==> src/rtl/rtiwd_pkg.sv <==
package rtiwd_pkg;

   localparam int REG_W   = 8;
   localparam int RATE_W  = 2;

   // bit positions inside the control/status byte
   localparam int B_RATE  = 0;
   localparam int B_WDEN  = 2;
   localparam int B_EXTT  = 3;
   localparam int B_SVC   = 4;
   localparam int B_IE    = 6;
   localparam int B_FLAG  = 7;

   localparam logic [RATE_W-1:0] RATE_RESET = '1;

   typedef struct packed {
      logic              flag;
      logic              ie;
      logic              ext;
      logic              wden;
      logic [RATE_W-1:0] rate;
   } ctl_t;

   function automatic logic [REG_W-1:0] ctl_to_byte(input ctl_t c);
      logic [REG_W-1:0] b;
      b                           = '0;
      b[B_RATE +: RATE_W]         = c.rate;
      b[B_WDEN]                   = c.wden;
      b[B_EXTT]                   = c.ext;
      b[B_IE]                     = c.ie;
      b[B_FLAG]                   = c.flag;
      return b;
   endfunction

endpackage

==> src/rtl/rtiwd_divider.sv <==
module rtiwd_divider
   import rtiwd_pkg::*;
#(
   parameter int BASE_LOG2            = 14,
   parameter int DIV_LOG2             = 2,
   parameter bit CLEAR_DIV_ON_SERVICE = 1'b1
)(
   input  logic              clk,
   input  logic              rst_n,
   input  logic [RATE_W-1:0] rate,
   input  logic              svc,
   output logic              tick
);
   localparam int CNT_W = BASE_LOG2 + (2**RATE_W) - 1;

   if (BASE_LOG2 < DIV_LOG2 + 1) begin : g_bad_base
      $error("BASE_LOG2 must exceed the bus-clock pre-division stage");
   end

   logic [CNT_W-1:0] cnt;
   logic [CNT_W-1:0] mask;

   // selected period is 2**(BASE_LOG2+rate); mask covers its low bits
   always_comb begin
      mask = (CNT_W'(1) << (BASE_LOG2 + int'(rate))) - CNT_W'(1);
      tick = ((cnt & mask) == mask);
   end

   if (CLEAR_DIV_ON_SERVICE) begin : g_clear
      always_ff @(posedge clk or negedge rst_n) begin
         if (!rst_n)   cnt <= '0;
         else if (svc) cnt <= '0;
         else          cnt <= cnt + CNT_W'(1);
      end

      p_div_restart_r6: assert property (@(posedge clk) disable iff (!rst_n)
         svc |=> (cnt == '0))
         else $error("divider not restarted by service");
   end else begin : g_free
      always_ff @(posedge clk or negedge rst_n) begin
         if (!rst_n) cnt <= '0;
         else        cnt <= cnt + CNT_W'(1);
      end
   end

   p_tick_gap_r2: assert property (@(posedge clk) disable iff (!rst_n)
      (tick && !svc) |=> !tick)
      else $error("tick held for more than one cycle");

endmodule

==> src/rtl/rtiwd_watchdog.sv <==
module rtiwd_watchdog #(
   parameter int WD_W     = 3,
   parameter int WD_LIMIT = 7
)(
   input  logic clk,
   input  logic rst_n,
   input  logic tick,
   input  logic en,
   input  logic svc,
   output logic rst_req
);
   if (WD_LIMIT < 2 || WD_LIMIT >= 2**WD_W) begin : g_bad_limit
      $error("WD_LIMIT must fit the period counter");
   end

   localparam logic [WD_W-1:0] LAST = WD_W'(WD_LIMIT - 1);

   logic [WD_W-1:0] periods;

   always_ff @(posedge clk or negedge rst_n) begin
      if (!rst_n) begin
         periods <= '0;
         rst_req <= 1'b0;
      end else begin
         rst_req <= 1'b0;
         if (svc || !en) begin
            periods <= '0;
         end else if (tick) begin
            if (periods == LAST) begin
               periods <= '0;
               rst_req <= 1'b1;
            end else begin
               periods <= periods + WD_W'(1);
            end
         end
      end
   end

   p_req_one_cycle_r7: assert property (@(posedge clk) disable iff (!rst_n)
      rst_req |=> !rst_req)
      else $error("reset request wider than one cycle");

   p_req_needs_enable_r8: assert property (@(posedge clk) disable iff (!rst_n)
      rst_req |-> $past(en))
      else $error("reset request while watchdog disabled");

   p_service_blocks_req_r6: assert property (@(posedge clk) disable iff (!rst_n)
      svc |=> !rst_req)
      else $error("reset request right after a service");

endmodule

==> src/rtl/rtiwd_ctl_reg.sv <==
module rtiwd_ctl_reg
   import rtiwd_pkg::*;
(
   input  logic             clk,
   input  logic             rst_n,
   input  logic             wr_en,
   input  logic [REG_W-1:0] wr_data,
   input  logic             tick,
   output ctl_t             ctl,
   output logic             svc
);
   logic svc_d;
   logic rate_ok;

   assign svc     = wr_en & wr_data[B_SVC];
   assign rate_ok = wr_data[B_SVC] | svc_d;

   always_ff @(posedge clk or negedge rst_n) begin
      if (!rst_n) begin
         ctl.rate <= RATE_RESET;
         ctl.wden <= 1'b0;
         ctl.ext  <= 1'b0;
         ctl.ie   <= 1'b0;
         ctl.flag <= 1'b0;
         svc_d    <= 1'b0;
      end else begin
         svc_d <= svc;
         if (wr_en) begin
            ctl.wden <= wr_data[B_WDEN];
            ctl.ext  <= wr_data[B_EXTT];
            ctl.ie   <= wr_data[B_IE];
            if (rate_ok) ctl.rate <= wr_data[B_RATE +: RATE_W];
         end
         // a tick outranks a clearing write on the same edge
         if (tick)
            ctl.flag <= 1'b1;
         else if (wr_en && !wr_data[B_FLAG])
            ctl.flag <= 1'b0;
      end
   end

   p_rate_guard_r9: assert property (@(posedge clk) disable iff (!rst_n)
      !$stable(ctl.rate) |-> $past(wr_en && (wr_data[B_SVC] || svc_d)))
      else $error("period field changed outside the service window");

   p_flag_source_r3: assert property (@(posedge clk) disable iff (!rst_n)
      $rose(ctl.flag) |-> $past(tick))
      else $error("flag set without a tick");

endmodule

==> src/rtl/rtiwd_timer.sv <==
module rtiwd_timer
   import rtiwd_pkg::*;
#(
   parameter int BASE_LOG2            = 14,
   parameter int DIV_LOG2             = 2,
   parameter int WD_W                 = 3,
   parameter int WD_LIMIT             = 7,
   parameter bit CLEAR_DIV_ON_SERVICE = 1'b1
)(
   input  logic             clk,
   input  logic             rst_n,
   input  logic             wr_en,
   input  logic [REG_W-1:0] wr_data,
   output logic [REG_W-1:0] rd_data,
   output logic             irq,
   output logic             rst_req,
   output logic             ext_trig_sel
);
   ctl_t ctl;
   logic svc;
   logic tick;

   rtiwd_ctl_reg u_reg (
      .clk     (clk),
      .rst_n   (rst_n),
      .wr_en   (wr_en),
      .wr_data (wr_data),
      .tick    (tick),
      .ctl     (ctl),
      .svc     (svc)
   );

   rtiwd_divider #(
      .BASE_LOG2            (BASE_LOG2),
      .DIV_LOG2             (DIV_LOG2),
      .CLEAR_DIV_ON_SERVICE (CLEAR_DIV_ON_SERVICE)
   ) u_div (
      .clk   (clk),
      .rst_n (rst_n),
      .rate  (ctl.rate),
      .svc   (svc),
      .tick  (tick)
   );

   rtiwd_watchdog #(
      .WD_W     (WD_W),
      .WD_LIMIT (WD_LIMIT)
   ) u_wd (
      .clk     (clk),
      .rst_n   (rst_n),
      .tick    (tick),
      .en      (ctl.wden),
      .svc     (svc),
      .rst_req (rst_req)
   );

   assign rd_data      = ctl_to_byte(ctl);
   assign irq          = ctl.flag & ctl.ie;
   assign ext_trig_sel = ctl.ext;

   p_irq_clear_r4: assert property (@(posedge clk) disable iff (!rst_n)
      (wr_en && !wr_data[B_FLAG] && !tick) |=> !irq)
      else $error("irq survived a flag clear");

   p_svc_reads_zero_r6: assert property (@(posedge clk) disable iff (!rst_n)
      svc |=> (rd_data[B_SVC] == 1'b0))
      else $error("service bit read back as 1");

endmodule

==> config.mk <==
export PLATFORM = sky130hd
export DESIGN_NAME = rtiwd_timer
export DESIGN_NICKNAME = d
export VERILOG_FILES = /design/src/rtl/rtiwd_pkg.sv /design/src/rtl/rtiwd_divider.sv /design/src/rtl/rtiwd_watchdog.sv /design/src/rtl/rtiwd_ctl_reg.sv /design/src/rtl/rtiwd_timer.sv
export SDC_FILE = /design/constraint.sdc
export NUM_CORES = 1
export LEC_CHECK = 0
export BUFFER_PORTS_ARGS = -buffer_cell sky130_fd_sc_hd__buf_4
export CORE_MARGIN = 5
export CORE_UTILIZATION = 35
export DETAILED_ROUTE_END_ITERATION = 10
export PLACE_DENSITY = 0.62
export SETUP_SLACK_MARGIN = 0.3
export SLEW_MARGIN = 20
export SYNTH_ARGS = -nofsm -noshare
export SYNTH_HDL_FRONTEND = slang
export SYNTH_SLANG_ARGS = --single-unit
==> constraint.sdc <==
create_clock -name clk -period 3.5 [get_ports clk]
set_input_delay 0.7 -clock clk [delete_from_list [all_inputs] [get_ports clk]]
set_output_delay 0.7 -clock clk [all_outputs]
set_load 0.1 [all_outputs]
==> metrics.sh <==
OUTCOME='complete, no violations'
MIN_PATH_TYPE='primary input to asynchronous set/reset pin'
SYNTHESIS.YOSYS.WARNINGS=0
MOSTFREQUENTLAYOUTCELLS='26 x dfrtp_1, 18 x buf_4, 10 x xnor2_1, 10 x nor2_1'
WORST_SLEW_PIN_SLEW_NS=0.5087
ROUTED_WIRE_LENGTH_PER_INSTANCE_UM=13.36
INITIAL_DETAILED_ROUTING_VIOLATION_COUNT=36
CELL_AT_THE_SLOWEST_STAGE_OF_THE_CRITICAL_PATH='dfstp_2'
POST_CTS.REPAIR.SETUP_BUFFERS=0
FIRST_PASS_GRT_WIRE_LENGTH_UM=4581
YOSYS-TOP-CELLS-AREA='dfrtp_1 46%, xnor2_1 6.1%, mux2_2 4.0%'
HOLD_VIOL_FINAL=0
CTS_BUFFERS=3
SYNTH_SEQ_AREA_SHARE_PCT=49.34
FMAX_MHz=545.3
SYNTH_AREA_MM2=0.001425
DP_HPWL_UM=1906
SETUP_VIOLATIONS=0
CP_DATA_REQUIRED_TIME_NS=2.80
BUFFER_PORTS.INSERTED=18
SETUP.WORST_PATH.END_CLASS='output port'
FINAL_NETS=161
CTS_TREE='built'
TOTAL_VIAS_IN_THE_FINAL_ROUTE=988
CP_MAX_FO=4
POWER_PER_CELL_AREA_mW_PER_MM2=477.0
FLOORPLAN_DIE_HEIGHT_UM=73.81
POSTCTSRESIZEDCELLS=0
LEAKAGE_nW=0.7262
WORST_SETUP_PATH_START_KIND='flop'
SYNTH_AREA_PER_CELL_UM2=10.96
SYNTH-SEQ-CELLS=28
FP.DIEAREA_MM2=0.005448
CLK_PIN_SLEW_NS=0.10
POST-ROUTE-PERIOD-UTIL_PCT=52.40
DRC=0
CTS_ROOT_BUF='clkbuf_8'
CRITICAL_PATH.N_BUFFERS_INVERTERS=1
FINAL-MAX-SLEW-VIOLATION-COUNT=0
AREAGROWTHSYNTHTOFINISH_PCT=15.89
MOSTFREQUENTLAYOUTCELL='dfrtp_1'
CLOCK_PATH_BUFFERS=2
MAX-SLEW-MARGIN-REL_PCT=65.87
CRITICAL_PATH.CELL_CHAIN='buf_4'
FIN_CELLS=197
RSZ_0062_RAISED_AFTER_GLOBAL_ROUTING='false'
TIMING.MAX_CAP.VIOLATIONS=0
FAMILY_WITH_THE_MOST_DELAY_ON_THE_WORST_PATH='flip-flops'
ANTENNA_FOUND_INITIAL=0
GLOBAL_ROUTE.OVERFLOW_TOTAL=0
CRITICAL_PATH_STARTPOINT='u_reg.ctl[0]'
GLOBALROUTETOTALUTIL_PCT=10.59
DIEWIDTH_UM=73.81
GRT_PASS1_VIAS=1015
GP_CONGESTION=0.7815
CLOCK-SKEW-FINAL_NS=0.008663
NETLIST_INSTANCES=130
NUMBER_OF_PLACEMENT_ROWS=23
GRT_START_MAX_NET_PINS=29
FLOORPLAN.INITIALDENSITY_PCT=35.89
CRITICAL-PATH-MAX-STAGE-DELAY_NS=0.57
SETUP_TNS_FINAL_NS=0
TIMING.RR.START='u_div.cnt[4]'
FIRST_PASS_ITERS=4
ROUTE.FINAL.WIRE_LENGTH_UM=2631
PLACEDCELLCOUNT=193
SYNTH_LARGEST_TYPE_AREA_FRACTION_PCT=45.65
CP_DATA_ARRIVAL_TIME_NS=1.13
POST_DRT_VIA_CELL_RATIO=5.015
CTSHOLDBUFFERS=0
HTREE_LEVELS=1
N_ANTENNA_CELL=0
LAYOUT-DRIVE-GT1-SHARE_PCT=30.61
CLOCK_LATENCY_NS=0.28
FINAL_ANTENNA_NET_COUNT=0
YOSYS.CELL_TYPES.COUNT=35
CLOCK-SINKS=28
VDD_DROP_MAX_mV=0.2400
CORE_MM2=0.003971
FIN_CRIT_NS=1.834
WORST-SETUP-PATH-TYPE='flop to output port'
YOSYS.AREA.TOP_TYPE='dfrtp_1'
IO_PINS=22
## Yosys cell counts
library cell and instances:
dfrtp_1 26, nor2_1 10, xnor2_1 10, nand2_1 8, nand3_1 8, mux2_2 5, o21ai_0 5, buf_4 4
inv_1 4, nand4_1 4, nor2_2 4, nor3_1 4, nor4_2 4, or3_1 4, a21oi_1 3, and2_1 2
dfstp_2 2, ha_1 2, mux2i_1 2, nand3_2 2, nor2b_1 2, xor2_1 2, a41o_1 1, and3_1 1
buf_2 1, buf_6 1, clkinv_1 1, conb_1 1, nand4_2 1, nand4_4 1, nor3_2 1, nor4_4 1
o21ai_1 1, o41ai_2 1, or2_2 1
## cell type report
type,count,area (µm²)
clock buffers,3,41.29
clock inverters,1,30.03
fillers,388,2320
inverters,5,18.77
multi-input cells,92,660.6
flip-flops and latches,28,703.2
well taps,50,62.56
repair buffers,18,135.1
## state kept, by name, summed over array words and instances (netlist names)
name and count:
u_div.cnt 17, u_wd.rst_req 1, u_reg.svc_d 1, u_wd.periods 3
u_reg.ctl 6
## stage by stage
stage / hold WS [ns] / area [µm²] / total power, mW / setup slack [ns] / utilization [%]
CTS: 0.3285 / 1652 / 0.7998 / 1.648 / 41.59
floorplan: 0.4044 / 1429 / 0.5036 / 1.022 / -
global placement: 0.4865 / 1580 / 0.5363 / 1.589 / 39.79
global route: 0.3411 / 1652 / 0.8259 / 1.626 / 41.59
finish: 0.3179 / 1652 / 0.7878 / 1.666 / 41.59
detailed placement: 0.4978 / 1580 / 0.5423 / 1.544 / 39.79
## routing by layer
| metal | up-vias | GRT usage [%] | part of all wire (%) |
|---|---|---|---|
| li1 | 477 | - | - |
| met1 | 487 | 13.23 | 44 |
| met2 | 22 | 17.81 | 49 |
| met3 | 2 | 3.283 | 6.5 |
| met4 | 0 | 2.414 | 0.53 |
| met5 | - | 0 | 0 |
## logic make-up after synthesis
group           count (synthesis)  share of synthesized area [%]
simple gates                   58                          26.34
mux                             7                          5.355
xor+xnor                       12                          7.375
flops                          28                          49.34
compound gates                 11                          5.004
fa+ha+maj                       2                          1.756
buf+inv                        11                          4.565
other cells                     1                         0.2631
## power by group
| group | switching [mW] | internal (mW) | total [mW] |
|---|---|---|---|
| clock network | 0.101 | 0.153 | 0.254 |
| logic | 0.107 | 0.0445 | 0.152 |
| registers | 0.0317 | 0.350 | 0.382 |
## path summary, 6_finish.rpt
check / to / slack (ns) / cells past startpoint
setup / recovery: rd_data[0] / 1.67 / 1
hold reg to reg: u_wd.rst_req / 0.50 / 1
max in group asynchronous: u_reg.ctl[0] / 2.87 / 1
min in group clk: u_wd.rst_req / 0.50 / 1
setup reg to reg: u_wd.periods[1] / 1.85 / 4
hold / removal: u_wd.rst_req / 0.32 / 1
Note: power is estimated with default switching activity, not from simulation.
